`src/rtl/avd_pkg.sv`:
```
package avd_pkg;

  // Width of the way fields carried in the strobe bundle; caps ways at 16.
  localparam int WAY_FIELD_W = 4;

  typedef struct packed {
    logic                   trainWrite;  // an accepted training touches the table
    logic                   allocate;    // training misses: fill a fresh entry
    logic                   bumpConf;    // training hits with equal delta
    logic [WAY_FIELD_W-1:0] trainWay;    // way written by the training
    logic                   predFire;    // confident lookup hit
    logic [WAY_FIELD_W-1:0] predWay;     // way supplying the prediction
  } avdStrobes_t;

endpackage

```
`src/rtl/avd_datapath.sv`:
```
module avd_datapath
  import avd_pkg::*;
#(
  parameter int PC_W      = 32,
  parameter int ADDR_W    = 32,
  parameter int NUM_SETS  = 8,
  parameter int NUM_WAYS  = 2,
  parameter int CONF_W    = 2,
  parameter int MAX_DELTA = 65536
) (
  input  logic                                clk,
  input  logic                                rstN,
  input  logic [PC_W-1:0]                     trainPc,
  input  logic [ADDR_W-1:0]                   trainAddr,
  input  logic [ADDR_W-1:0]                   trainData,
  input  logic [PC_W-1:0]                     lookupPc,
  input  logic [ADDR_W-1:0]                   lookupAddr,
  input  avdStrobes_t                         strobes,
  output logic                                deltaInRange,
  output logic [NUM_WAYS-1:0]                 trainHitVec,
  output logic [NUM_WAYS-1:0]                 trainMatchVec,
  output logic [NUM_WAYS-1:0]                 trainValidVec,
  output logic [NUM_WAYS-1:0][$clog2(NUM_WAYS)-1:0] trainAgeVec,
  output logic [NUM_WAYS-1:0]                 lookupHitVec,
  output logic [NUM_WAYS-1:0]                 lookupConfMaxVec,
  output logic                                predValid,
  output logic [ADDR_W-1:0]                   predValue
);

  localparam int IDX_W    = $clog2(NUM_SETS);
  localparam int TAG_W    = PC_W - IDX_W;
  localparam int WAY_W    = $clog2(NUM_WAYS);
  localparam logic [CONF_W-1:0] CONF_MAX = '1;
  localparam logic signed [ADDR_W-1:0] DELTA_POS = ADDR_W'(MAX_DELTA);
  localparam logic signed [ADDR_W-1:0] DELTA_NEG = -DELTA_POS;

  logic              entryValid [NUM_SETS][NUM_WAYS];
  logic [TAG_W-1:0]  entryTag   [NUM_SETS][NUM_WAYS];
  logic [ADDR_W-1:0] entryDelta [NUM_SETS][NUM_WAYS];
  logic [CONF_W-1:0] entryConf  [NUM_SETS][NUM_WAYS];
  logic [WAY_W-1:0]  entryAge   [NUM_SETS][NUM_WAYS];

  logic [IDX_W-1:0]  trainIdx, lookupIdx;
  logic [TAG_W-1:0]  trainTag, lookupTag;
  logic signed [ADDR_W-1:0] newDelta;
  logic [WAY_W-1:0]  wrWay, rdWay;

  assign trainIdx  = trainPc[IDX_W-1:0];
  assign trainTag  = trainPc[PC_W-1:IDX_W];
  assign lookupIdx = lookupPc[IDX_W-1:0];
  assign lookupTag = lookupPc[PC_W-1:IDX_W];
  assign newDelta  = trainAddr - trainData;
  assign wrWay     = strobes.trainWay[WAY_W-1:0];
  assign rdWay     = strobes.predWay[WAY_W-1:0];

  assign deltaInRange = (newDelta <= DELTA_POS) && (newDelta >= DELTA_NEG);

  // Per-way read of both sets
  generate
    for (genvar w = 0; w < NUM_WAYS; w++) begin : g_read
      assign trainValidVec[w]    = entryValid[trainIdx][w];
      assign trainHitVec[w]      = entryValid[trainIdx][w] && (entryTag[trainIdx][w] == trainTag);
      assign trainMatchVec[w]    = (entryDelta[trainIdx][w] == newDelta);
      assign trainAgeVec[w]      = entryAge[trainIdx][w];
      assign lookupHitVec[w]     = entryValid[lookupIdx][w] && (entryTag[lookupIdx][w] == lookupTag);
      assign lookupConfMaxVec[w] = (entryConf[lookupIdx][w] == CONF_MAX);
    end
  endgenerate

  // Table state
  always_ff @(posedge clk) begin
    if (!rstN) begin
      for (int s = 0; s < NUM_SETS; s++) begin
        for (int w = 0; w < NUM_WAYS; w++) begin
          entryValid[s][w] <= 1'b0;
          entryTag[s][w]   <= '0;
          entryDelta[s][w] <= '0;
          entryConf[s][w]  <= '0;
          entryAge[s][w]   <= WAY_W'(w);
        end
      end
    end else if (strobes.trainWrite) begin
      if (strobes.allocate) begin
        entryValid[trainIdx][wrWay] <= 1'b1;
        entryTag[trainIdx][wrWay]   <= trainTag;
        entryDelta[trainIdx][wrWay] <= newDelta;
        entryConf[trainIdx][wrWay]  <= '0;
      end else if (strobes.bumpConf) begin
        if (entryConf[trainIdx][wrWay] != CONF_MAX)
          entryConf[trainIdx][wrWay] <= entryConf[trainIdx][wrWay] + 1'b1;
      end else begin
        entryDelta[trainIdx][wrWay] <= newDelta;
        entryConf[trainIdx][wrWay]  <= '0;
      end
      for (int w = 0; w < NUM_WAYS; w++) begin
        if (WAY_W'(w) == wrWay)
          entryAge[trainIdx][w] <= '0;
        else if (entryAge[trainIdx][w] < entryAge[trainIdx][wrWay])
          entryAge[trainIdx][w] <= entryAge[trainIdx][w] + 1'b1;
      end
    end
  end

  // Prediction register
  always_ff @(posedge clk) begin
    if (!rstN) begin
      predValid <= 1'b0;
      predValue <= '0;
    end else begin
      predValid <= strobes.predFire;
      predValue <= strobes.predFire ? (lookupAddr - entryDelta[lookupIdx][rdWay]) : '0;
    end
  end

endmodule

```
`src/rtl/avd_control.sv`:
```
module avd_control
  import avd_pkg::*;
#(
  parameter int NUM_WAYS = 2
) (
  input  logic                                      trainValid,
  input  logic                                      lookupValid,
  input  logic                                      deltaInRange,
  input  logic [NUM_WAYS-1:0]                       trainHitVec,
  input  logic [NUM_WAYS-1:0]                       trainMatchVec,
  input  logic [NUM_WAYS-1:0]                       trainValidVec,
  input  logic [NUM_WAYS-1:0][$clog2(NUM_WAYS)-1:0] trainAgeVec,
  input  logic [NUM_WAYS-1:0]                       lookupHitVec,
  input  logic [NUM_WAYS-1:0]                       lookupConfMaxVec,
  output avdStrobes_t                               strobes
);

  localparam int WAY_W = $clog2(NUM_WAYS);
  localparam logic [WAY_W-1:0] OLDEST = WAY_W'(NUM_WAYS - 1);

  logic                   anyHit, hitMatch, freeFound, oldFound;
  logic [WAY_FIELD_W-1:0] hitWay, freeWay, oldWay, victimWay, lookWay;
  logic                   lookFound;

  always_comb begin
    anyHit    = 1'b0;
    hitMatch  = 1'b0;
    hitWay    = '0;
    freeFound = 1'b0;
    freeWay   = '0;
    oldFound  = 1'b0;
    oldWay    = '0;
    lookFound = 1'b0;
    lookWay   = '0;
    for (int w = 0; w < NUM_WAYS; w++) begin
      if (trainHitVec[w] && !anyHit) begin
        anyHit   = 1'b1;
        hitWay   = WAY_FIELD_W'(w);
        hitMatch = trainMatchVec[w];
      end
      if (!trainValidVec[w] && !freeFound) begin
        freeFound = 1'b1;
        freeWay   = WAY_FIELD_W'(w);
      end
      if ((trainAgeVec[w] == OLDEST) && !oldFound) begin
        oldFound = 1'b1;
        oldWay   = WAY_FIELD_W'(w);
      end
      if (lookupHitVec[w] && lookupConfMaxVec[w] && !lookFound) begin
        lookFound = 1'b1;
        lookWay   = WAY_FIELD_W'(w);
      end
    end
    victimWay = freeFound ? freeWay : oldWay;

    strobes.trainWrite = trainValid && deltaInRange;
    strobes.allocate   = !anyHit;
    strobes.bumpConf   = anyHit && hitMatch;
    strobes.trainWay   = anyHit ? hitWay : victimWay;
    strobes.predFire   = lookupValid && lookFound;
    strobes.predWay    = lookWay;
  end

endmodule

```
`src/rtl/avd_predictor.sv`:
```
module avd_predictor
  import avd_pkg::*;
#(
  parameter int PC_W      = 32,
  parameter int ADDR_W    = 32,
  parameter int NUM_SETS  = 8,
  parameter int NUM_WAYS  = 2,
  parameter int CONF_W    = 2,
  parameter int MAX_DELTA = 65536
) (
  input  logic              clk,
  input  logic              rstN,
  input  logic              trainValid,
  input  logic [PC_W-1:0]   trainPc,
  input  logic [ADDR_W-1:0] trainAddr,
  input  logic [ADDR_W-1:0] trainData,
  input  logic              lookupValid,
  input  logic [PC_W-1:0]   lookupPc,
  input  logic [ADDR_W-1:0] lookupAddr,
  output logic              predValid,
  output logic [ADDR_W-1:0] predValue
);

  localparam int WAY_W = $clog2(NUM_WAYS);

  avdStrobes_t                   strobes;
  logic                          deltaInRange;
  logic [NUM_WAYS-1:0]           trainHitVec, trainMatchVec, trainValidVec;
  logic [NUM_WAYS-1:0][WAY_W-1:0] trainAgeVec;
  logic [NUM_WAYS-1:0]           lookupHitVec, lookupConfMaxVec;

  avd_control #(.NUM_WAYS(NUM_WAYS)) u_ctrl (
    .trainValid      (trainValid),
    .lookupValid     (lookupValid),
    .deltaInRange    (deltaInRange),
    .trainHitVec     (trainHitVec),
    .trainMatchVec   (trainMatchVec),
    .trainValidVec   (trainValidVec),
    .trainAgeVec     (trainAgeVec),
    .lookupHitVec    (lookupHitVec),
    .lookupConfMaxVec(lookupConfMaxVec),
    .strobes         (strobes)
  );

  avd_datapath #(
    .PC_W(PC_W), .ADDR_W(ADDR_W), .NUM_SETS(NUM_SETS),
    .NUM_WAYS(NUM_WAYS), .CONF_W(CONF_W), .MAX_DELTA(MAX_DELTA)
  ) u_dp (
    .clk             (clk),
    .rstN            (rstN),
    .trainPc         (trainPc),
    .trainAddr       (trainAddr),
    .trainData       (trainData),
    .lookupPc        (lookupPc),
    .lookupAddr      (lookupAddr),
    .strobes         (strobes),
    .deltaInRange    (deltaInRange),
    .trainHitVec     (trainHitVec),
    .trainMatchVec   (trainMatchVec),
    .trainValidVec   (trainValidVec),
    .trainAgeVec     (trainAgeVec),
    .lookupHitVec    (lookupHitVec),
    .lookupConfMaxVec(lookupConfMaxVec),
    .predValid       (predValid),
    .predValue       (predValue)
  );

endmodule

```
`config.mk`:
```
export PLATFORM = sky130hd
export DESIGN_NAME = avd_predictor
export DESIGN_NICKNAME = d
export VERILOG_FILES = /design/src/rtl/avd_pkg.sv /design/src/rtl/avd_datapath.sv /design/src/rtl/avd_control.sv /design/src/rtl/avd_predictor.sv
export SDC_FILE = /design/constraint.sdc
export NUM_CORES = 2
export LEC_CHECK = 0
export ABC_AREA = 1
export BUFFER_PORTS_ARGS = -buffer_cell sky130_fd_sc_hd__clkbuf_2
export CORE_UTILIZATION = 40
export DETAILED_ROUTE_END_ITERATION = 7
export SYNTH_ARGS = -nofsm -noshare
export SYNTH_HDL_FRONTEND = slang
export SYNTH_SLANG_ARGS = --single-unit
```
`constraint.sdc`:
```
create_clock -name clk -period 6.8 [get_ports clk]
set_input_delay 0.68 -clock clk [delete_from_list [all_inputs] [get_ports clk]]
set_output_delay 0.68 -clock clk [all_outputs]
set_load 0.02 [all_outputs]
```
==> run summary <==
Combinational group share of total power: 0.177
Vias in the first global route: 55700
Cell family with most CP delay: compound AO/OA/AOI/OAI gates
Flop2flop setup slack: 1150 ps
Outcome: complete, but fails checks
Fraction of layout cells with a size suffix above 1: 0.0866
First-pass DRT Iterations: 8
Half-perimeter wire length after placement: 172000 µm
Hold_ws: 278 ps
Worst vdd ir: 0.253 mV
CTS tree: done
Post-CTS resize count: 0
Worst path bufs/invs: 7
Via density per instance: 5.80
H-tree depth: 3
Synthesized cell area: 64200 µm²
Clk buf depth: 3
Core area: 159000 µm²
Setup TNS: 0 ps
Multi-input gate area: 27500 µm²
Slew headroom: 0.221
Area delta synth->final: 12.4%
Pins Over Slew Limit: 0
CTS Buf Count: 121
RSZ-0062 raised after global routing: false
Routed WL per cell: 24.5 µm
Die Ht: 403 µm
Reg area: 31700 µm²
P_leak: 31.5 nW
Startpoint class of the critical path: input port
Worst min path class: in -> reg
Synth top area share: 0.478
Initial antenna violation count: 13
# rows: 146
Synth cell count leaders: 2297 x nand2_1, 1592 x nor2_1, 1023 x edfxtp_1
Clock power share: 0.393
Yosys top cell by area: edfxtp_1
Die area: 162000 µm²
Post-CTS setup buffers: 0
Clk Tree Root Cell: clkbuf_16
Placed cell area: 68000 µm²
Syn nets: 8699
Worst setup margin: 840 ps
Yosys cell types: 56
Final core occ: 0.454
Number of synthesized flops with an enable pin: 1023
CP Data Arrival Time: 6710 ps
#FFs+latches synth: 1073
Worst path required time: 7550 ps
Largest net degree at the start of global routing: 180
CP max FO: 77
Min Tclk post-route: 5960 ps
Post-layout nets: 8686
Cts hold-fix bufs: 0
Pwr/cell area: 244 nW/µm²
Die extent in x: 403 µm
Post-synth ARST share: 0
Initial drt markers: 9547
Placement Setup Slack: 312 ps
Failing checks: DRC
Vias after detailed routing: 61700
First-pass GRT wire length: 375000 µm
Most used DFF post-synth: edfxtp_1
Total track usage: 0.312
Area contributors post-synth: edfxtp_1 48%, nand2_1 13%, nor2_1 9.3%, o21ai_0 5.1%, inv_1 4.2%
Internal power component: 12.3 mW
Grt ovf: 0
Mapped Cells: 8470
Detailed Route WL: 261000 µm
Clock Skew: 121 ps
Post-synthesis sequential area ratio: 0.494
Synth Warn #: 0
Least-Margin Pin Slew: 1160 ps
Post-Syn Area per Cell: 7.58 µm²
Critical path type: in -> reg
Fin area: 72200 µm²
CP max-delay cell: nor2_1
Most Frequent Cell on Critical Path: nand2_1
Fillers: 15600
I/O Pins: 197
Max-Cap Viols: 0
Post-DRT Antenna Nets: 0
Switching power: 5.35 mW
RePlAce Congestion: 1.02
Initial Util: 0.404
Switch share: 0.304
Fin crit share: 0.876
Residual DRC: 2
Largest stage delay, worst path: 550 ps
Final setup viols: 0
Final hold viol count: 0
Port bufs: 196
Clk Latency, worst-skew pair: 820 ps
Clock sink total: 1073
Crit. End Element: register
Most numerous cell in the Yosys netlist: nand2_1
Fmax: 0.168 GHz
Sequential power share: 0.430
Clock slew at reported path FFs: 70 ps
## cells in the final DEF (no fill, tap or decap), types with 21 or more instances in the layout
| cell | synthesis | routed |
|---|---|---|
| nand2_1 | 2297 | 2258 |
| nor2_1 | 1592 | 1585 |
| edfxtp_1 | 1023 | 1023 |
| inv_1 | 727 | 727 |
| o21ai_0 | 653 | 653 |
| a21oi_1 | 457 | 457 |
| nand3_1 | 367 | 353 |
| clkbuf_2 | 0 | 191 |
| buf_4 | 7 | 190 |
| clkbuf_16 | 0 | 124 |
| o211ai_1 | 90 | 90 |
| o22ai_1 | 90 | 90 |
| nand4_1 | 66 | 66 |
| ha_1 | 63 | 63 |
| clkinv_1 | 40 | 57 |
| dfxtp_1 | 50 | 50 |
| nor3_1 | 45 | 45 |
| nand2_2 | 4 | 43 |
| buf_12 | 0 | 39 |
| or2_2 | 38 | 38 |
| clkbuf_1 | 374 | 28 |
| xor2_1 | 27 | 26 |
| o21ai_1 | 26 | 26 |
| nand3_2 | 9 | 23 |
| a22oi_1 | 21 | 21 |
| a31oi_1 | 21 | 21 |
## sequential cells by signal, indices dropped and copies added (netlist names)
signal           flops
u_dp.entryDelta    512
u_dp.entryTag      464
u_dp.entryConf      32
u_dp.predValue      32
u_dp.entryAge       16
u_dp.entryValid     16
u_dp.predValid       1
## metal layers
metal	share of wire	global-route usage	vias to the layer above
li1	-	-	27800
met1	0.40	0.442	29300
met2	0.43	0.466	3944
met3	0.13	0.0611	607
met4	0.043	0.125	14
met5	0.00041	0	-
## per-stage QoR
| stage | std cells | power, mW |
|---|---|---|
| final | 10600 | 17.6 |
| after global routing | 10600 | 18.1 |
| after CTS | 10600 | 17.5 |
| after detailed placement | 10400 | 10.7 |
| after global placement | 10400 | 10.7 |
| after floorplan | 8470 | 9.50 |
## tightest hold or removal path: cells and delay by family
family          cells  cell delay [ps]
fa+ha+maj           1              190
buf+inv             1               90
compound gates      1               80
## power by group through the flow
| stage | Clock, mW | Sequential [mW] | Combinational (mW) |
|---|---|---|---|
| after floorplan | 0 | 7.67 | 1.83 |
| after global placement | 0 | 7.69 | 2.99 |
| after detailed placement | 0 | 7.70 | 3.00 |
| after CTS | 6.96 | 7.56 | 3.02 |
| after global routing | 7.19 | 7.59 | 3.32 |
| final | 6.92 | 7.57 | 3.11 |
## layout make-up
class,count,area share
diodes,5,0.000173
clock buffers,159,0.0455
clock inverters,68,0.0122
inverters,781,0.0410
multi-input cells,6058,0.381
flip-flops and latches,1073,0.439
well taps,2072,0.0359
repair buffers,422,0.0445
## path summary, 6_finish.rpt
check | from | end | depth (start not counted)
max | lookupPc[0] | u_dp.predValue[24] | 32
min | lookupAddr[30] | u_dp.predValue[30] | 3
max reg2reg | u_dp.entryTag[2][14] | u_dp.predValue[24] | 28
min reg2reg | u_dp.entryValid[3][1] | u_dp.entryValid[3][1] | 2
## kinds of logic (layout without fill, tap and decap cells)
family / count (synthesis) / in the layout / share of synthesized area
and+or+nand+nor: 4463 / 4463 / 0.276
AOI/OAI and AO/OA: 1469 / 1469 / 0.127
buffers and inverters: 1339 / 1430 / 0.0812
DFF: 1073 / 1073 / 0.494
adders and majority gates: 65 / 65 / 0.0129
xor gates and xnor gates: 38 / 38 / 0.00518
muxes: 23 / 23 / 0.00366
other: 0 / 5 / 0
Note: power is estimated with default switching activity, not from simulation.
